`config.mk`:
```
export PLATFORM = sky130hd
export DESIGN_NAME = bt_compress
export DESIGN_NICKNAME = d
export VERILOG_FILES = /design/src/rtl/bt_pkg.sv /design/src/rtl/bt_hist.sv /design/src/rtl/bt_commit.sv /design/src/rtl/bt_fifo.sv /design/src/rtl/bt_compress.sv
export SDC_FILE = /design/constraint.sdc
export NUM_CORES = 1
export LEC_CHECK = 0
export ABC_AREA = 1
export BUFFER_PORTS_ARGS = -buffer_cell sky130_fd_sc_hd__buf_2
export CELL_PAD_IN_SITES_DETAIL_PLACEMENT = 1
export CELL_PAD_IN_SITES_GLOBAL_PLACEMENT = 2
export CORE_AREA = 2 2 229 231
export CTS_BUF_LIST = sky130_fd_sc_hd__clkbuf_8
export CTS_CLUSTER_SIZE = 16
export DETAILED_ROUTE_END_ITERATION = 7
export DIE_AREA = 0 0 231 233
export GPL_TIMING_DRIVEN = 0
export PLACE_DENSITY_LB_ADDON = 0.08
export SLEW_MARGIN = 30
export SYNTH_ARGS = -nofsm -noshare
export SYNTH_HDL_FRONTEND = slang
export SYNTH_HIERARCHICAL = 1
export SYNTH_SLANG_ARGS = --single-unit
```
`constraint.sdc`:
```
create_clock -name clk_i -period 3.6 [get_ports clk_i]
set_input_delay 0.36 -clock clk_i [delete_from_list [all_inputs] [get_ports clk_i]]
set_output_delay 0.36 -clock clk_i [all_outputs]
set_load 0.1 [all_outputs]
```
`src/rtl/bt_pkg.sv`:
```
package bt_pkg;
  parameter int unsigned VF_W   = 3;
  parameter int unsigned FLS_W  = 2;
  parameter int unsigned CNT_W  = 16;
  parameter int unsigned ADDR_W = 30;

  typedef enum logic [1:0] {K_SEQ = 2'd0, K_DIR = 2'd1, K_NT = 2'd2, K_IND = 2'd3} kind_e;
  typedef enum logic [1:0] {T_CNT = 2'd0, T_DIR = 2'd1, T_NT = 2'd2, T_IND = 2'd3} rtype_e;

  typedef struct packed {
    kind_e              kind;
    logic [ADDR_W-1:0]  addr;
  } ent_t;

  typedef struct packed {
    rtype_e             rtype;
    logic [CNT_W-1:0]   count;
    logic [ADDR_W-1:0]  addr;
  } rec_t;
endpackage

```
`src/rtl/bt_hist.sv`:
```
module bt_hist
  import bt_pkg::*;
#(
  parameter int unsigned DEPTH = 4
) (
  input  logic             clk_i,
  input  logic             rst_ni,
  input  logic             push_i,
  input  ent_t             ent_i,
  input  logic [FLS_W-1:0] flush_i,
  output logic             pop_o,
  output ent_t             pop_ent_o
);
  localparam int unsigned OCC_W = $clog2(DEPTH + 1);

  ent_t             ent_q [DEPTH];
  logic [OCC_W-1:0] occ_q, occ_f;
  logic             full_f;

  // retraction precedes this cycle's entry
  always_comb begin
    if (OCC_W'(flush_i) >= occ_q) occ_f = '0;
    else                          occ_f = occ_q - OCC_W'(flush_i);
  end

  assign full_f    = (occ_f == OCC_W'(DEPTH));
  assign pop_o     = push_i && full_f;
  assign pop_ent_o = ent_q[0];

  always_ff @(posedge clk_i or negedge rst_ni) begin
    if (!rst_ni)                  occ_q <= '0;
    else if (push_i && !full_f)   occ_q <= occ_f + 1'b1;
    else                          occ_q <= occ_f;
  end

  for (genvar g = 0; g < DEPTH; g++) begin : g_ent
    if (g == DEPTH - 1) begin : g_last
      always_ff @(posedge clk_i or negedge rst_ni) begin
        if (!rst_ni) ent_q[g] <= '0;
        else if (push_i && (full_f || occ_f == OCC_W'(g))) ent_q[g] <= ent_i;
      end
    end else begin : g_mid
      always_ff @(posedge clk_i or negedge rst_ni) begin
        if (!rst_ni) ent_q[g] <= '0;
        else if (push_i && full_f) ent_q[g] <= ent_q[g+1];
        else if (push_i && occ_f == OCC_W'(g)) ent_q[g] <= ent_i;
      end
    end
  end
endmodule

```
`src/rtl/bt_commit.sv`:
```
module bt_commit
  import bt_pkg::*;
(
  input  logic clk_i,
  input  logic rst_ni,
  input  logic pop_i,
  input  ent_t ent_i,
  output logic push_o,
  output rec_t rec_o
);
  localparam logic [CNT_W-1:0] CNT_MAX = '1;

  logic [CNT_W-1:0] cnt_q, cnt_d;

  always_comb begin
    push_o = 1'b0;
    rec_o  = '0;
    cnt_d  = cnt_q;
    if (pop_i) begin
      rec_o.count = cnt_q;
      unique case (ent_i.kind)
        K_SEQ: begin
          if (cnt_q == CNT_MAX - 1'b1) begin
            push_o      = 1'b1;
            rec_o.rtype = T_CNT;
            rec_o.count = CNT_MAX;
            cnt_d       = '0;
          end else begin
            cnt_d = cnt_q + 1'b1;
          end
        end
        K_DIR: begin push_o = 1'b1; rec_o.rtype = T_DIR; cnt_d = '0; end
        K_NT:  begin push_o = 1'b1; rec_o.rtype = T_NT;  cnt_d = '0; end
        K_IND: begin
          push_o      = 1'b1;
          rec_o.rtype = T_IND;
          rec_o.addr  = ent_i.addr;
          cnt_d       = '0;
        end
      endcase
    end
  end

  always_ff @(posedge clk_i or negedge rst_ni) begin
    if (!rst_ni) cnt_q <= '0;
    else         cnt_q <= cnt_d;
  end
endmodule

```
`src/rtl/bt_fifo.sv`:
```
module bt_fifo #(
  parameter int unsigned WIDTH = 8,
  parameter int unsigned DEPTH = 4
) (
  input  logic             clk_i,
  input  logic             rst_ni,
  input  logic             push_i,
  input  logic [WIDTH-1:0] data_i,
  output logic             full_o,
  output logic             valid_o,
  input  logic             ready_i,
  output logic [WIDTH-1:0] data_o
);
  localparam int unsigned PTR_W = $clog2(DEPTH);
  localparam int unsigned CNT_W = $clog2(DEPTH + 1);

  logic [WIDTH-1:0] mem_q [DEPTH];
  logic [PTR_W-1:0] wr_q, rd_q;
  logic [CNT_W-1:0] cnt_q;
  logic             wr_en, rd_en;

  assign full_o  = (cnt_q == CNT_W'(DEPTH));
  assign valid_o = (cnt_q != '0);
  assign data_o  = mem_q[rd_q];
  assign wr_en   = push_i && !full_o;
  assign rd_en   = valid_o && ready_i;

  always_ff @(posedge clk_i or negedge rst_ni) begin
    if (!rst_ni) begin
      wr_q  <= '0;
      rd_q  <= '0;
      cnt_q <= '0;
    end else begin
      if (wr_en) wr_q <= wr_q + 1'b1;
      if (rd_en) rd_q <= rd_q + 1'b1;
      case ({wr_en, rd_en})
        2'b10:   cnt_q <= cnt_q + 1'b1;
        2'b01:   cnt_q <= cnt_q - 1'b1;
        default: cnt_q <= cnt_q;
      endcase
    end
  end

  for (genvar g = 0; g < DEPTH; g++) begin : g_mem
    always_ff @(posedge clk_i or negedge rst_ni) begin
      if (!rst_ni)                        mem_q[g] <= '0;
      else if (wr_en && wr_q == PTR_W'(g)) mem_q[g] <= data_i;
    end
  end
endmodule

```
`src/rtl/bt_compress.sv`:
```
module bt_compress
  import bt_pkg::*;
#(
  parameter int unsigned      HIST_DEPTH = 4,
  parameter int unsigned      FIFO_DEPTH = 4,
  parameter logic [VF_W-1:0]  NT_CODE    = 3'b100
) (
  input  logic              clk_i,
  input  logic              rst_ni,
  input  logic [VF_W-1:0]   vf_i,
  input  logic [FLS_W-1:0]  vfls_i,
  input  logic [ADDR_W-1:0] addr_i,
  input  logic              rec_ready_i,
  output logic              rec_valid_o,
  output logic [1:0]        rec_type_o,
  output logic [CNT_W-1:0]  rec_count_o,
  output logic [ADDR_W-1:0] rec_addr_o,
  output logic              ovf_o
);
  localparam int unsigned REC_W = $bits(rec_t);

  logic rpt_vld, pop, rec_push, fifo_full, ovf_q;
  ent_t rpt_ent, pop_ent;
  rec_t rec_new, rec_head;

  always_comb begin
    rpt_vld      = 1'b1;
    rpt_ent.addr = addr_i;
    rpt_ent.kind = K_SEQ;
    if (vf_i == NT_CODE) rpt_ent.kind = K_NT;
    else begin
      case (vf_i)
        3'b001:  rpt_ent.kind = K_SEQ;
        3'b110:  rpt_ent.kind = K_DIR;
        3'b101:  rpt_ent.kind = K_IND;
        default: rpt_vld = 1'b0;
      endcase
    end
  end

  bt_hist #(.DEPTH(HIST_DEPTH)) u_hist (
    .clk_i     (clk_i),
    .rst_ni    (rst_ni),
    .push_i    (rpt_vld),
    .ent_i     (rpt_ent),
    .flush_i   (vfls_i),
    .pop_o     (pop),
    .pop_ent_o (pop_ent)
  );

  bt_commit u_commit (
    .clk_i  (clk_i),
    .rst_ni (rst_ni),
    .pop_i  (pop),
    .ent_i  (pop_ent),
    .push_o (rec_push),
    .rec_o  (rec_new)
  );

  bt_fifo #(.WIDTH(REC_W), .DEPTH(FIFO_DEPTH)) u_fifo (
    .clk_i   (clk_i),
    .rst_ni  (rst_ni),
    .push_i  (rec_push),
    .data_i  (rec_new),
    .full_o  (fifo_full),
    .valid_o (rec_valid_o),
    .ready_i (rec_ready_i),
    .data_o  (rec_head)
  );

  always_ff @(posedge clk_i or negedge rst_ni) begin
    if (!rst_ni)                    ovf_q <= 1'b0;
    else if (rec_push && fifo_full) ovf_q <= 1'b1;
  end

  assign ovf_o       = ovf_q;
  assign rec_type_o  = rec_head.rtype;
  assign rec_count_o = rec_head.count;
  assign rec_addr_o  = rec_head.addr;
endmodule

```
### After elaboration in Yosys (flattened, before gate mapping)

Index checks and enable logic that the tools add are counted.

* flip-flop bits (word level): 347
* latch bits: 0
* RAM bits: 0
* memory bits (read-only): 0
* input bits: 38
* word-level logic and storage cells: 98
* memories kept: 0

* $add $sub $neg: 7
* $mul: 0
* div/mod/pow operators: 0
* order comparisons: 2
* equality and inequality tests: 18
* shift operators: 0
* mux-type cells: 26
* bitwise gates (word level): 1
* reductions and logical operators: 26

Operators with widths (number)
* $mux W32: 6
* $mux W48: 3
* $bmux W48 S2: 1
* $mux W16: 3
* $pmux W16 S2: 1
* $mux W30: 1
* $add A16 B1 Y16 const B: 1
* $eq A16 B16 Y1 const B: 1
* $eq A3 B3 Y1 const B: 5
* $logic_and A1 B1 Y1: 13
* $eq A2 B2 Y1 const B: 5
* $pmux W2 S4: 1
* $reduce_bool A2 Y1: 4
* $add A3 B1 Y3 const B: 2
* $eq A2 B1 Y1 const B: 3
* $eq A3 B1 Y1 const B: 2
* $eq A3 B2 Y1 const B: 2
* $mux W3: 2
* $pmux W3 S2: 1
* $reduce_or A3 Y1: 2
* $add A2 B1 Y2 const B: 2
* $logic_not A2 Y1: 2
* $mux W1: 4
* $pmux W2 S2: 1
* 11 further kinds: 12

### Depth between registers and ports, before layout

* depth in word-level cells: 9
* gate-level depth with buffers: 28
* depth with buffers taken out: 24

### Cells and area by module

Netlist, hierarchy kept.

By module, submodules not included
* bt_fifo: times used 1, cells each 1229, area each 9849.4 um^2, sequential area each 4979.8 um^2
* bt_hist: times used 1, cells each 823, area each 6611.3 um^2, sequential area each 3278.1 um^2
* bt_commit: times used 1, cells each 220, area each 1307.5 um^2, sequential area each 400.4 um^2
* bt_compress: times used 1, cells each 11, area each 70.1 um^2, sequential area each 25.0 um^2

### Worst setup path before layout

No wires, ideal clock.

* kind: input to register
* start: in vfls_i[1]
* end: reg u_fifo.cnt_q[2]
* setup time: 0.117 ns
* arrival time: 3.505 ns
* setup slack: -0.022 ns
* stages on the path: 26
* buffers on the path: 4
* cells stage by stage: inv_1 ha_1 nand3_1 nand2_1 nand2_1 nor2_1 inv_1 ha_1 nand2_1 inv_1 nand2_2 inv_2 buf_2 buf_2 nand2_4 clkinv_8 buf_2 buf_2 nand2_1 ha_1 inv_1 fa_1 nand2_1 nand3_1 nand2_1 nand2_1

* word-level cells in the longest chain between the ends: 8
* elaborated cells on any way between the ends: 11
* classes of those cells: 1 x add/sub; 1 x order compare; 3 x eq/ne; 3 x mux; 3 x reduce/logical

Ends and longest elaborated chain
* start, declared: RTL line bt_compress.sv:11 `input logic [FLS_W-1:0] vfls_i,`
* $sub A3 B2 Y3 / $ge A2 B3 Y1 (equally long branches): RTL line bt_hist.sv:23, bt_hist.sv:22
* $mux W3 *: RTL line bt_hist.sv:22 `if (OCC_W'(flush_i) >= occ_q) occ_f = '0;`
* $eq A3 B3 Y1 *: RTL line bt_hist.sv:26 `assign full_f = (occ_f == OCC_W'(DEPTH));`
* $logic_and A1 B1 Y1 *: RTL line bt_hist.sv:27 `assign pop_o = push_i && full_f;`
* via pop: RTL line bt_compress.sv:22 `logic rpt_vld, pop, rec_push, fifo_full, ovf_q;`
* $mux W1 *: RTL line bt_commit.sv:19 `if (pop_i) begin`
* via rec_push: RTL line bt_compress.sv:22
* $logic_and A1 B1 Y1 *: RTL line bt_fifo.sv:25 `assign wr_en = push_i && !full_o;`
* $eq A2 B1 Y1 / $eq A2 B2 Y1 (equally long branches): RTL line bt_fifo.sv:36 `case ({wr_en, rd_en})`
* $pmux W3 S2 / $reduce_bool A2 Y1 (equally long branches)
* end signal, assigned: RTL line bt_fifo.sv:37 `2'b10: cnt_q <= cnt_q + 1'b1;`
* end signal, assigned: RTL line bt_fifo.sv:38 `2'b01: cnt_q <= cnt_q - 1'b1;`
* end signal, assigned: RTL line bt_fifo.sv:39 `default: cnt_q <= cnt_q;`
* end, declared: RTL line bt_fifo.sv:19 `logic [CNT_W-1:0] cnt_q;`

The timed path passes the listed nets; every way through them passes the cells marked *.
A chain may end at the register's enable or synchronous reset.

### Worst setup path in the final report

* start: reg u_fifo.rd_q[0]
* end: out rec_addr_o[12]

* word-level cells in the longest chain between the ends: 4

Ends and longest elaborated chain
* start, declared: RTL line bt_fifo.sv:18 `logic [PTR_W-1:0] wr_q, rd_q;`
* start signal, assigned: RTL line bt_fifo.sv:35 `if (rd_en) rd_q <= rd_q + 1'b1;`
* $not A2 Y3 (not written as such): RTL line bt_fifo.sv:24 `assign data_o = mem_q[rd_q];`
* $bmux W48 S2: RTL line bt_fifo.sv:24
* $mux W48 (not written as such) (2 in a row): RTL line bt_fifo.sv:24
* end, declared: RTL line bt_compress.sv:17 `output logic [ADDR_W-1:0] rec_addr_o,`

No other way between the ends. The select of a mux whose other input is x is not followed.

==> metrics.cfg <==
[run_status]
status = finished clean

[die]
core_um2 = 51090
initial_utilization = 0.3491
die_x_um = 231
dieArea_um2 = 53820
die_h_um = 233
num_rows = 83
num_io_pins = 88

[timing]
hold_viol = 0
maxSlewViolCount = 0
final.min_clock_period_ns = 3.455
rsz0062_at_grt = no
final.period_utilization = 0.9597
setup_violations = 0
timing.fmax_mhz = 289.4
worstMarginPinSlew_ns = 0.7088
relSlewSlack = 0.5275
setup_tns_ns = 0
skew_ns = 0.02700

[synth]
synthFlopType = dfrtp_1
synth_compound_area_frac = 0.04524
synthSimpleGateAreaFrac = 0.3643
synth_warnings = 6
async_flop_share = 1.000
synth_area_um2 = 17840
synth_top_area_cell = dfrtp_1
synth_top_family_by_area = simple AND/OR/NAND/NOR gates
synth_xor_area_frac = 0.004419
synthAdderAreaFrac = 0.01136
ys_seq_area_frac = 0.4868
synth_seq_cells = 347
synth_common_cells = 725 x nand2_1, 347 x dfrtp_1, 243 x nand3_1
yosysMostFrequentCell = nand2_1
synth_nets = 2336
yosysTopAreaCellShare = 0.4868
syn_area_per_cell_um2 = 7.814
synthCells = 2283
synthDistinctLibCells = 31
synth_edf_count = 0
synthMuxAreaShare = 0
synthTopCellsByArea = dfrtp_1 49%, nand2_1 15%, nand4_1 8.0%, nand3_1 6.8%, nor2_1 4.2%

[global_routing]
grt_max_degree = 76
met2_usage = 0.4355
grt_pass1_wl_mm = 98.75
grt_pass1_vias = 17210
grt_use_met1 = 0.2790
antenna_found_initial = 0
grt.busiest_layer = met2
groute.usage.overall = 0.2367
met3_usage = 0.03775
overflow = 0

[worst_setup_path]
crit_path_start_kind = flip-flop
path_max_fanout = 10
cp-end-kind = output port
crit_type = reg -> out
worstPathArrival_ns = 3.10
crit_required_ns = 3.24

[clock_network]
cts.clk_slew.worst_paths_ns = 0.06
cts_buffer_depth = 3
h-tree-depth = 3
cts_tree = built
cts_root_buffer = clkbuf_8
worst_skew_pair.late_latency_ns = 0.64
numCtsBuffers = 69
cts_sinks = 347

[flow_run]
drv_cap = 0

[routing]
vias = 16150
wl_mm = 61.92
wire_per_inst_um = 19.45
drc_errors = 0
dr.pass1.iters = 5
ant_nets = 0
vias_per_cell = 5.073
drt-initial-drc-count = 823

[finish]
drive_gt1_frac = 0.1605
final_cells = 3184
nFillCells = 6334
stdcell_area_um2 = 20780
area_growth_pct = 16.49
final_nets = 2515
diodes = 0

[hold_path]
hold_class = in -> reg

[placement]
dp.final_hpwl_mm = 46.02
numPortBuffers = 87
dp.cells = 3054
gp_congestion = 0.7909
place_area_um2 = 19250

[power]
power.leakage_uw = 0.01078
p_total_uw = 18870
ir_worst_vdd_v = 0.0005660
power.density_cell_area_nw_per_um2 = 907.8

## layout by cell type (no fill, tap or decap), drive strengths merged, types with 2 or more instances in the layout
cell / synthesis / final
nand2: 731 / 731
dfrtp: 347 / 347
buf: 162 / 256
nand3: 248 / 248
nand4: 227 / 227
nor2: 213 / 213
o21ai: 151 / 151
clkbuf: 52 / 136
inv: 86 / 112
or2: 33 / 33
dlygate4sd3: 0 / 14
ha: 13 / 13
xnor2: 5 / 5
a21oi: 4 / 4
xor2: 4 / 4
clkinv: 1 / 4
fa: 2 / 2
## power breakdown
group / total [uW] / internal (uW) / leakage, uW / switching, uW
registers: 5210 / 4740 / 0.00462 / 466
logic: 9840 / 2420 / 0.00541 / 7420
clock network: 3810 / 2070 / 0.000754 / 1740
total: 18900 / 9230 / 0.0108 / 9630
## path summary, 6_finish.rpt
check	depth (start not counted)	end	startpoint	slack [ns]
max	6	rec_addr_o[12]	u_fifo/rd_q[0]$_DFFE_PN0P_	0.14
min	3	u_hist/ent_q[24]$_DFFE_PN0P_	addr_i[24]	0.05
max reg2reg	19	u_fifo/cnt_q[1]$_DFFE_PN0P_	u_hist/occ_q[0]$_DFF_PN0_	0.24
min reg2reg	2	u_fifo/mem_q[3]$_DFFE_PN0P_	u_fifo/mem_q[3]$_DFFE_PN0P_	0.46
max in group asynchronous	4	u_fifo/mem_q[27]$_DFFE_PN0P_	rst_ni	2.14
min in group asynchronous	2	u_fifo/cnt_q[0]$_DFFE_PN0P_	rst_ni	0.29
## worst max-delay path: stages (launching register included)
cell	delay [ns]
dfrtp_1	0.35
buf_2	0.24
inv_2	0.25
clkbuf_1	0.44
o21ai_0	0.17
o21ai_0	0.46
buf_2	0.52
## state kept, by name, summed over array words and instances, names as in the netlist
| name | flops |
|---|---|
| u_fifo/mem_q | 192 |
| u_hist/ent_q | 96 |
| u_hist/pop_ent_o | 32 |
| u_commit/cnt_q | 16 |
| u_fifo/cnt_q | 3 |
| u_hist/occ_q | 3 |
| u_fifo/rd_q | 2 |
| u_fifo/wr_q | 2 |
| ovf_o | 1 |
## cells by family (layout without fill, tap and decap cells)
logic type	after synthesis	count (layout)
XOR/XNOR	9	9
AO/OA/AOI/OAI	159	159
buffers and inverters	301	522
adder cells (fa/ha/maj)	15	15
flip-flops	347	347
AND/OR/NAND/NOR	1452	1452
## per-layer routing
layer  share of wire  up-vias
li1                -     7886
met5               0        -
met1            0.42     7908
met3           0.030      111
met2            0.52      248
met4           0.031        0
## final cells by class
type,count,area [um^2],share of cell area
Sequential cell,347,8683,0.4179
Multi-Input combinational cell,1635,7660,0.3686
Buffer,212,1242,0.05979
Clock buffer,84,1156,0.05564
Tap cell,680,850.8,0.04094
Timing Repair Buffer,110,735.7,0.03540
Inverter,87,339.1,0.01632
Clock inverter,29,112.6,0.005419
## stage by stage
stage / worst slack, ns / hold WS [ns] / util
2_1_floorplan: 0.02737 / 0.06441 / -
3_3_place_gp: -5.104 / 0.4476 / 0.3744
3_5_place_dp: -1.395 / 0.3696 / 0.3767
4_1_cts: 0.009572 / 0.0004393 / 0.4059
5_1_grt: 0.006473 / 0.01560 / 0.4067
6_report: 0.1449 / 0.04858 / 0.4067
## what timing repair did
action / in CTS / in global routing
pin swaps: 0 / 2
endpoints found under the setup margin: 198 / 153
gates resized for setup: 19 / 6
buffers inserted: 1 / 4
hold endpoints to repair: 85 / 0
hold buffers: 14 / 0
No activity file was read; power rests on OpenSTA's default activity.
